===== config.mk =====
export PLATFORM = sky130hd
export DESIGN_NAME = sysreg_access_gate
export DESIGN_NICKNAME = d
export VERILOG_FILES = /design/src/rtl/sra_pkg.sv /design/src/rtl/sra_chain.sv /design/src/rtl/sra_resp_fsm.sv /design/src/rtl/sysreg_access_gate.sv
export SDC_FILE = /design/constraint.sdc
export NUM_CORES = 1
export LEC_CHECK = 0
export CORE_AREA = 5 5 42 44
export CTS_CLUSTER_DIAMETER = 40
export DETAILED_ROUTE_END_ITERATION = 16
export DIE_AREA = 0 0 47 49
export DONT_BUFFER_PORTS = 1
export PLACE_DENSITY_LB_ADDON = 0.05
export SLEW_MARGIN = 5
export SYNTH_ARGS = -nofsm -noshare
export SYNTH_HDL_FRONTEND = slang
export SYNTH_SLANG_ARGS = --single-unit

===== constraint.sdc =====
create_clock -name clk -period 0.8 [get_ports clk]
set_input_delay 0.16 -clock clk [delete_from_list [all_inputs] [get_ports clk]]
set_output_delay 0.16 -clock clk [all_outputs]
set_load 0.1 [all_outputs]

===== src/rtl/sra_pkg.sv =====
package sra_pkg;
    localparam int LVL_W = 2;
    localparam int EC_W  = 6;
    localparam logic [EC_W-1:0] TRAP_EC = 6'h18;

    typedef enum logic [1:0] {
        OUT_ALLOW = 2'b00,
        OUT_UNDEF = 2'b01,
        OUT_TRAP2 = 2'b10,
        OUT_TRAP3 = 2'b11
    } outcome_e;

    typedef enum logic [2:0] {
        STEP_NONE,
        STEP_HALT_UNDEF,
        STEP_FG_LVL3,
        STEP_FG_DIR,
        STEP_LVL3_EN
    } step_e;

    typedef enum logic {
        RS_IDLE,
        RS_SHOW
    } resp_state_e;
endpackage


===== src/rtl/sra_chain.sv =====
module sra_chain
    import sra_pkg::*;
#(
    parameter bit PRIO_HALT_UNDEF = 1'b1
) (
    input  logic [LVL_W-1:0] lvl,
    input  logic             is_write,
    input  logic             halted,
    input  logic             sdd,
    input  logic             l3_present,
    input  logic             l3_en,
    input  logic             l2_en,
    input  logic             fg_has,
    input  logic             fg_l3_en,
    input  logic             fg_rd,
    input  logic             fg_wr,
    output outcome_e         kind,
    output step_e            fired
);
    logic halt_sdd;
    logic l3_blocks;
    logic fg_live;
    logic dir_ok;
    logic c_halt, c_fgl3, c_fgdir, c_l3;

    assign halt_sdd  = halted & sdd;
    assign l3_blocks = l3_present & ~l3_en;
    assign fg_live   = l2_en & fg_has;
    assign dir_ok    = is_write ? fg_wr : fg_rd;

    generate
        if (PRIO_HALT_UNDEF) begin : g_prio
            assign c_halt = halt_sdd & l3_blocks;
        end else begin : g_noprio
            assign c_halt = 1'b0;
        end
    endgenerate

    assign c_fgl3  = fg_live & l3_present & ~fg_l3_en;
    assign c_fgdir = fg_live & ~dir_ok;
    assign c_l3    = l3_blocks;

    // Ordered chain: the first condition that holds decides.
    always_comb begin
        kind  = OUT_ALLOW;
        fired = STEP_NONE;
        unique case (lvl)
            2'd0: begin
                kind = OUT_UNDEF;
            end
            2'd1: begin
                if (c_halt) begin
                    kind  = OUT_UNDEF;
                    fired = STEP_HALT_UNDEF;
                end else if (c_fgl3) begin
                    kind  = OUT_TRAP2;
                    fired = STEP_FG_LVL3;
                end else if (c_fgdir) begin
                    kind  = OUT_TRAP2;
                    fired = STEP_FG_DIR;
                end else if (c_l3) begin
                    kind  = halt_sdd ? OUT_UNDEF : OUT_TRAP3;
                    fired = STEP_LVL3_EN;
                end
            end
            2'd2: begin
                if (c_halt) begin
                    kind  = OUT_UNDEF;
                    fired = STEP_HALT_UNDEF;
                end else if (c_l3) begin
                    kind  = halt_sdd ? OUT_UNDEF : OUT_TRAP3;
                    fired = STEP_LVL3_EN;
                end
            end
            default: begin
                kind = OUT_ALLOW;
            end
        endcase
    end

    // A level-2 request must never reach a fine-grained step.
    always_comb begin
        if (lvl == 2'd2) begin
            AST_L2_NO_FG_STEP: assert (fired != STEP_FG_LVL3 && fired != STEP_FG_DIR);
        end
    end
endmodule


===== src/rtl/sra_resp_fsm.sv =====
module sra_resp_fsm
    import sra_pkg::*;
(
    input  logic            clk,
    input  logic            rst_n,
    input  logic            req_valid,
    input  outcome_e        kind_in,
    output logic            resp_valid,
    output logic [1:0]      resp_kind,
    output logic [EC_W-1:0] resp_class
);
    resp_state_e state_q, state_d;

    always_comb begin
        unique case (state_q)
            RS_IDLE: state_d = req_valid ? RS_SHOW : RS_IDLE;
            RS_SHOW: state_d = req_valid ? RS_SHOW : RS_IDLE;
            default: state_d = RS_IDLE;
        endcase
    end

    always_ff @(posedge clk) begin
        if (!rst_n) state_q <= RS_IDLE;
        else        state_q <= state_d;
    end

    always_ff @(posedge clk) begin
        if (!rst_n) begin
            resp_kind  <= OUT_ALLOW;
            resp_class <= '0;
        end else if (req_valid) begin
            resp_kind <= kind_in;
            unique case (kind_in)
                OUT_TRAP2, OUT_TRAP3: resp_class <= TRAP_EC;
                default:              resp_class <= '0;
            endcase
        end
    end

    assign resp_valid = (state_q == RS_SHOW);

    AST_VALID_FOLLOWS_REQ: assert property (@(posedge clk) disable iff (!rst_n)
        req_valid |=> resp_valid);
    AST_VALID_ONE_SHOT: assert property (@(posedge clk) disable iff (!rst_n)
        !req_valid |=> !resp_valid);
    AST_HOLD_WHEN_IDLE: assert property (@(posedge clk) disable iff (!rst_n)
        !req_valid |=> $stable(resp_kind) && $stable(resp_class));
    AST_TRAP_CLASS: assert property (@(posedge clk) disable iff (!rst_n)
        resp_valid && resp_kind[1] |-> resp_class == TRAP_EC);
    AST_NOTRAP_CLASS_ZERO: assert property (@(posedge clk) disable iff (!rst_n)
        resp_valid && !resp_kind[1] |-> resp_class == '0);
endmodule


===== src/rtl/sysreg_access_gate.sv =====
module sysreg_access_gate
    import sra_pkg::*;
#(
    parameter bit PRIO_HALT_UNDEF = 1'b1
) (
    input  logic       clk,
    input  logic       rst_n,
    input  logic       req_valid,
    input  logic [1:0] req_lvl,
    input  logic       req_write,
    input  logic       dbg_halted,
    input  logic       sec_dbg_off,
    input  logic       lvl3_present,
    input  logic       lvl3_access_en,
    input  logic       lvl2_enabled,
    input  logic       fg_present,
    input  logic       fg_lvl3_en,
    input  logic       fg_rd_ok,
    input  logic       fg_wr_ok,
    output logic       resp_valid,
    output logic [1:0] resp_kind,
    output logic [5:0] resp_class
);
    outcome_e decided;
    step_e    step_hit;

    sra_chain #(.PRIO_HALT_UNDEF(PRIO_HALT_UNDEF)) u_chain (
        .lvl        (req_lvl),
        .is_write   (req_write),
        .halted     (dbg_halted),
        .sdd        (sec_dbg_off),
        .l3_present (lvl3_present),
        .l3_en      (lvl3_access_en),
        .l2_en      (lvl2_enabled),
        .fg_has     (fg_present),
        .fg_l3_en   (fg_lvl3_en),
        .fg_rd      (fg_rd_ok),
        .fg_wr      (fg_wr_ok),
        .kind       (decided),
        .fired      (step_hit)
    );

    sra_resp_fsm u_resp (
        .clk        (clk),
        .rst_n      (rst_n),
        .req_valid  (req_valid),
        .kind_in    (decided),
        .resp_valid (resp_valid),
        .resp_kind  (resp_kind),
        .resp_class (resp_class)
    );

    AST_LVL0_UNDEF: assert property (@(posedge clk) disable iff (!rst_n)
        req_valid && req_lvl == 2'd0 |=> resp_kind == 2'b01);
    AST_LVL3_ALLOW: assert property (@(posedge clk) disable iff (!rst_n)
        req_valid && req_lvl == 2'd3 |=> resp_kind == 2'b00);
    AST_LVL2_NEVER_TRAP2: assert property (@(posedge clk) disable iff (!rst_n)
        req_valid && req_lvl == 2'd2 |=> resp_kind != 2'b10);
    AST_HALT_FIRST: assert property (@(posedge clk) disable iff (!rst_n)
        req_valid && PRIO_HALT_UNDEF && req_lvl inside {2'd1, 2'd2} && dbg_halted
        && sec_dbg_off && lvl3_present && !lvl3_access_en |=> resp_kind == 2'b01);
    AST_STEP_MATCHES_KIND: assert property (@(posedge clk) disable iff (!rst_n)
        req_valid && step_hit == STEP_NONE && req_lvl != 2'd0 |=> resp_kind == 2'b00);
endmodule


* Yosys cells after proc, flatten, opt, wreduce, memory -nomap -nowiden *
Index checks and enable logic that the tools add are counted.
W data, S select, Z words.

storage, ports and cells
  register bits = 9
  input bits = 15
  output and inout port bits = 9
  word-level logic and storage cells = 29

operators by class
  eq/ne operators = 4
  mux-type cells = 10
  bitwise gates (word level) = 10
  reductions and logical operators = 2

operators with widths
  operator              count
  $mux W2               6
  $and A1 B1 Y1         7
  $eq A2 B2 Y1 const B  3
  $pmux W2 S3           1
  $mux W5               1
  $not A1 Y1            3
  $eq A2 B1 Y1 const B  1
  $logic_not A2 Y1      1
  $mux W1               2
  $reduce_or A2 Y1      1

* Longest topological paths before layout *
Gate-level depths: netlist of the first run.

  word-level depth = 10
  depth in mapped cells = 3
  gate-level depth less buffers = 3

* Hierarchy *
Synthesis of the first run repeated with hierarchy kept, for this count alone.

second synthesis, totals
  cell total of the unflattened synthesis = 49
  area total of the unflattened synthesis = 400.4 µm²

by module, submodules not included
  module        times used  cells each  area each (µm²)  seq. area each (µm²)
  sra_chain     1           31          224.0            0.0
  sra_resp_fsm  1           18          176.4            80.1

* Worst setup path before layout of the first run *
No wires, ideal clock.

  kind = reg-to-output
  start point = register, netlist name u_resp.resp_kind[1]
  end point = output resp_class[4]
  arrival = 1.387 ns
  required time = 0.640 ns
  setup slack = -0.747 ns
  cell stages (with the launch flop) = 2
  path buffers = 1
  path through = dfxtp_1 > buf_4

RTL lines
  item              line                      RTL
  end: declaration  sysreg_access_gate.sv:22  output logic [5:0] resp_class

==> summary.txt, run 1 <==
Route
  • Post-DR wirelength/cell: 12.5 um
  • Detailed Routing Iterations Pass 1: 3
  • Via density per instance: 4.12
  • Drt initial violations: 1
  • DR vias: 210
  • Post-Route WL: 640 um
  • Antenna Violating Nets Remaining: 0
  • # DRC: 0

Place
  • Final Wtd Congestion: 0.696
  • I/O Buffers: 0
  • Hpwl dp: 551 um

Global routing
  • Vias in the first global route: 241
  • Largest net degree at the start of global routing: 7
  • Total gr overflow: 0
  • Tot GR Track Use: 6.04%
  • Global-route wire length before repair: 966 um
  • Initial antenna violation count: 0

Setup path
  • CP arrival: 0.86 ns
  • Reg2Reg Depth: 4
  • WS Path Type: reg2out
  • CP delay by family, top: flip-flops
  • Setup slack, reg-to-reg: -0.12 ns
  • Crit Reg-Reg Startpoint: u_resp.resp_kind[0]
  • CP required: 0.64 ns
  • Slowest stage cell, crit path: dfxtp_4
  • Worst reg2reg endpoint: u_resp.resp_kind[0]
  • Worst Setup End Kind: output pin
  • Worst path buffer plus inverter count: 1
  • Critical path's largest stage delay: 0.38 ns
  • Kind of start point of the critical path: flip-flop
  • CP cell instances: buf_16
  • Critical Path Fanout Max: 3

Clocking
  • CTS Hold Bufs: 0
  • Clock sink total: 3
  • Max Buffers Root-to-Sink: 2
  • Clock Latency Late Sink: 0.23 ns
  • CTS buffer count: 3
  • Reg clk slew, reported paths: 0.04 ns
  • Root buf cell: clkbuf_4
  • CTS tree: yes
  • CTS HTree Levels: 1

Timing
  • FMAX: 0.985 GHz
  • Unrepaired setup endpoints after global routing: true
  • Setup ws final: -0.216 ns
  • Post-route clock skew: 0 ns
  • Final setup fails: 6
  • Final Slew Violations: 0
  • Tcrit/Tclk final: 127%
  • Final Hold Fails: 0
  • Post-layout min period: 1.02 ns

Worst hold path
  • Hold path endpoint: u_resp.resp_kind[1]
  • Hold Startpoint: req_valid
  • Worst Hold Class: in2reg
  • WHS Path Cells: 1

Die
  • Die area: 2300 um2
  • I/O pins: 24
  • Chip Width: 47 um
  • Placeable Area: 1400 um2
  • Chip Height: 49 um
  • Starting density of the core: 16.5%
  • Row Count: 14

Synth
  • Ys Warns: 0
  • Yosys reg bits: 3
  • Sequential share of the synthesized area: 25.9%
  • Syn_area_per_cell: 8.27 um2
  • Mapped Cells: 28
  • Yosys cell types: 18
  • Mapped cell area: 231 um2

Run status
  • Status: complete, but fails checks
  • Failing checks: setup timing

Power and ir drop
  • Lkg Pwr: 0.000149 uW
  • Pwr Density: 2030 nW/um2
  • Pwr Total: 743 uW
  • Worst VDD drop: 0.470 mV

Finish
  • Commonest non-fill, non-tap cell in the layout: conb_1
  • Synth-to-layout area growth: 58.4%
  • Fraction of layout cells with a size suffix above 1: 40.0%
  • Layout Nets: 51
  • Final antenna diode count: 0
  • Most frequent cells in the layout: conb_1 (4), clkbuf_4 (3), buf_12 (3)
  • Util after Layout: 26.2%

Run
  • Max Cap Violations: 0
[synthesized netlist by cell type]
cell	instances	area share [%]
buf_4	6	19
inv_1	1	1.6
nor2b_1	1	2.7
and2_1	1	2.7
conb_1	1	1.6
nand2b_1	1	2.7
nand2_1	1	1.6
o311a_1	1	4.3
o21ai_0	2	4.3
dfxtp_1	3	26
nor3_1	1	2.2
nand3b_1	1	3.2
a31oi_1	2	5.4
mux2i_1	1	4.3
xor2_1	1	3.8
o21a_1	1	3.2
and4b_1	1	4.3
o211ai_1	2	6.5
[state kept, by name, summed over array words and instances, names as in the netlist]
signal and count:
u_resp.resp_valid 1, u_resp.resp_kind 2
[final cells by class]
cell class	count	area (um2)
multi-input cells	21	138
inverters	1	3.75
repair buffers	6	110
clock buffers	4	26.3
fillers	166	1030
well taps	16	20.0
flip-flops and latches	3	68.8
[metrics by stage]
stage	hold slack (ns)	setup TNS (ns)	worst slack, ns	cell area [um2]	cells
global placement	0.260	-0.0805	-0.0805	314	46
global route	0.0134	-1.16	-0.250	367	51
finish	0.0117	-0.985	-0.216	367	51
CTS	0.000686	-1.07	-0.232	359	51
detailed placement	0.255	-0.108	-0.108	314	46
floorplan	0.250	-0.632	-0.232	251	31
[power breakdown]
group	switching (uW)	total, uW	internal [uW]
logic	221	306	85.7
clock network	79.9	267	187
registers	11.3	170	158
total	312	743	431
[how the worst max path moves through the flow]
| stage | from | to | cells after the start |
|---|---|---|---|
| after floorplan | u_resp.resp_kind[1] | resp_class[4] | 1 |
| after global placement | req_write | u_resp.resp_kind[0] | 3 |
| after detailed placement | req_write | u_resp.resp_kind[0] | 3 |
| after CTS | u_resp.resp_kind[1] | resp_class[4] | 1 |
| after global routing | u_resp.resp_kind[1] | resp_class[4] | 1 |
| final | u_resp.resp_kind[1] | resp_class[4] | 1 |
[cell families (layout without fill, tap and decap cells)]
logic type,after synthesis,after routing,synth area share [%]
other,1,4,1.62
flip-flops,3,3,25.9
XOR/XNOR,1,1,3.78
multiplexers,1,1,4.32
AO/OA/AOI/OAI,8,8,23.8
AND/OR/NAND/NOR,7,7,19.5
buffers and inverters,7,11,21.1
[repair_timing]
action                                  CTS  global route
resized for setup                         3             1
setup buffers                             1             0
endpoints found under the setup margin    6             6
cloned                                    0             0
pin swaps                                 0             0
[per-layer routing]
metal / vias up / global-route usage [%] / share of wire (%)
li1: 106 / - / -
met1: 91 / 5.46 / 37
met2: 13 / 9.50 / 50
met3: 0 / 2.58 / 13
met4: 0 / 5.53 / 0
met5: - / 0 / 0
(Power assumes the default switching activity.)
==> inputs of run 2 (changes only) <==
--- a/config.mk
+++ b/config.mk
@@ -5,6 +5,7 @@
 export SDC_FILE = /design/constraint.sdc
 export NUM_CORES = 1
 export LEC_CHECK = 0
+export CAP_MARGIN = 20
 export CORE_AREA = 5 5 42 44
 export CTS_CLUSTER_DIAMETER = 40
 export DETAILED_ROUTE_END_ITERATION = 16
==> results of run 2 <==
Final layout, timing and power as in run 1 (identical DEF).
==> inputs of run 3 (changes only) <==
--- a/config.mk
+++ b/config.mk
@@ -5,7 +5,7 @@
 export SDC_FILE = /design/constraint.sdc
 export NUM_CORES = 1
 export LEC_CHECK = 0
-export CAP_MARGIN = 20
+export CAP_MARGIN = 30
 export CORE_AREA = 5 5 42 44
 export CTS_CLUSTER_DIAMETER = 40
 export DETAILED_ROUTE_END_ITERATION = 16
==> constraint.sdc (replaced) <==
create_clock -name clk -period 0.9 [get_ports clk]
set_input_delay 0.18 -clock clk [delete_from_list [all_inputs] [get_ports clk]]
set_output_delay 0.18 -clock clk [all_outputs]
set_load 0.1 [all_outputs]
==> summary.txt, run 3 (same netlist as run 1, synthesis figures left out) <==
Route
  • DR top layer: met4
  • Met3 wire length: 129 um
  • # DRC: 0
  • Drt initial violations: 0
  • Post-DR wirelength/cell: 12.2 um
  • Via density per instance: 4.20
  • DR vias: 206
  • DRT met1 WL: 162 um
  • Post-Route WL: 600 um
  • Detailed Routing Iterations Pass 1: 1
  • Met2 routed WL: 293 um
  • Antenna Violating Nets Remaining: 0

Setup path
  • Kind of start point of the critical path: flip-flop
  • CP delay by family, top: flip-flops
  • CP required: 0.72 ns
  • Slowest stage cell, crit path: dfxtp_4
  • Critical path's largest stage delay: 0.38 ns
  • Critical Path Fanout Max: 3
  • Setup slack, reg-to-reg: 0.07 ns
  • Crit Reg-Reg Startpoint: u_resp.resp_kind[0]
  • Worst Setup SP: u_resp.resp_kind[1]
  • WS Path Type: reg2out
  • CP cell instances: buf_16
  • Worst path buffer plus inverter count: 1
  • Worst Setup End Kind: output pin
  • CP arrival: 0.85 ns
  • Worst reg2reg endpoint: u_resp.resp_kind[0]
  • Cell depth of the worst setup path: 1
  • Reg2Reg Depth: 3

Global routing
  • Total gr overflow: 0
  • Global-route wire length before repair: 821 um
  • Initial antenna violation count: 0
  • Tot GR Track Use: 5.49%
  • Largest net degree at the start of global routing: 7
  • Vias in the first global route: 210

Finish
  • Final antenna diode count: 0
  • Filler cells: 168
  • Fraction of layout cells with a size suffix above 1: 33.3%
  • Cell Count, Final, Fillers Out: 49
  • Most frequent cells in the layout: conb_1 (4), clkbuf_4 (3), buf_12 (3)
  • Commonest non-fill, non-tap cell in the layout: conb_1
  • Layout Nets: 49
  • Largest register FFs: 2
  • Largest Register: u_resp.resp_kind
  • Synth-to-layout area growth: 47.0%

Timing
  • Post-route clock skew: 0 ns
  • Final Slew Violations: 0
  • Final Hold Fails: 0
  • Final setup fails: 5
  • Tcrit/Tclk final: 115%
  • Post-layout min period: 1.03 ns
  • Setup ws final: -0.134 ns
  • Setup TNS: -0.391 ns
  • Unrepaired setup endpoints after global routing: true
  • FMAX: 0.967 GHz

Power and ir drop
  • Worst VDD drop: 0.456 mV
  • Lkg Pwr: 0.000136 uW
  • Pwr Density: 1900 nW/um2

Clocking
  • Clock sink total: 3
  • CTS Hold Bufs: 0
  • Clock Latency Late Sink: 0.23 ns
  • # Post-CTS Setup Buffers: 0
  • Max Buffers Root-to-Sink: 2
  • CTS tree: yes
  • CTS buffer count: 3
  • CTS HTree Levels: 1
  • Root buf cell: clkbuf_4
  • Reg clk slew, reported paths: 0.04 ns

Die
  • Starting density of the core: 16.5%
  • Chip Height: 49 um
  • Die area: 2300 um2
  • Chip Width: 47 um
  • Row Count: 14
  • Placeable Area: 1400 um2
  • I/O pins: 24

Worst hold path
  • Hold path endpoint: u_resp.resp_kind[1]
  • WHS Path Cells: 1
  • Hold Startpoint: req_valid
  • Worst Hold Class: in2reg

Run
  • Max Cap Violations: 0

Place
  • Dpl ws: -0.0317 ns
  • Hpwl dp: 555 um
  • Placed cell count: 45
  • I/O Buffers: 0
  • Final Wtd Congestion: 0.660

Run status
  • Failing checks: setup timing
  • Status: complete, but fails checks
run 3: changes by cell type in the layout (fill, tap and decap cells not counted):
cell / change
o21ai_2: -1
o21ai_1: +1
buf_6: -2
run 3: layer usage:
metal / vias to the layer above / global-route usage (%)
met4: 0 / 5.53
met2: 15 / 8.14
met3: 2 / 4.43
met1: 86 / 3.94
met5: - / 0
li1: 103 / -
run 3: timing repair:
action	4_1_cts	5_1_grt
gates resized for setup	0	1
endpoints found under the setup margin	5	5
gates cloned	0	0
run 3: area by class of cell:
| cell class | instances | area (um2) | area share (%) |
|---|---|---|---|
| multi-input combinational | 21 | 134 | 39.3 |
| clock buffer | 4 | 26.3 | 7.72 |
| tap | 16 | 20.0 | 5.88 |
| inverter | 1 | 3.75 | 1.10 |
| sequential | 3 | 68.8 | 20.2 |
| timing repair buffer | 4 | 87.6 | 25.7 |
run 3: metrics by stage:
step	total power (uW)	utilization [%]	hold slack, ns	instance area [um2]
detailed placement	407	21.9	0.278	307
floorplan	372	-	0.270	251
global route	669	24.3	0.0295	340
finish	645	24.3	0.0372	340
global placement	407	21.9	0.280	307
CTS	654	23.8	0.0282	333
run 3: worst max path at each step:
stage                          endpoint
floorplan                 resp_class[4]
global placement    u_resp.resp_kind[0]
detailed placement  u_resp.resp_kind[0]
CTS                       resp_class[4]
global route               resp_kind[1]
finish                    resp_class[4]
run 3: power by group:
group	total, uW	internal (uW)	switching (uW)	leakage [uW]
clock network	236	166	69.9	0.0000150
logic	256	64.8	191	0.0000941
registers	153	141	11.8	0.0000264
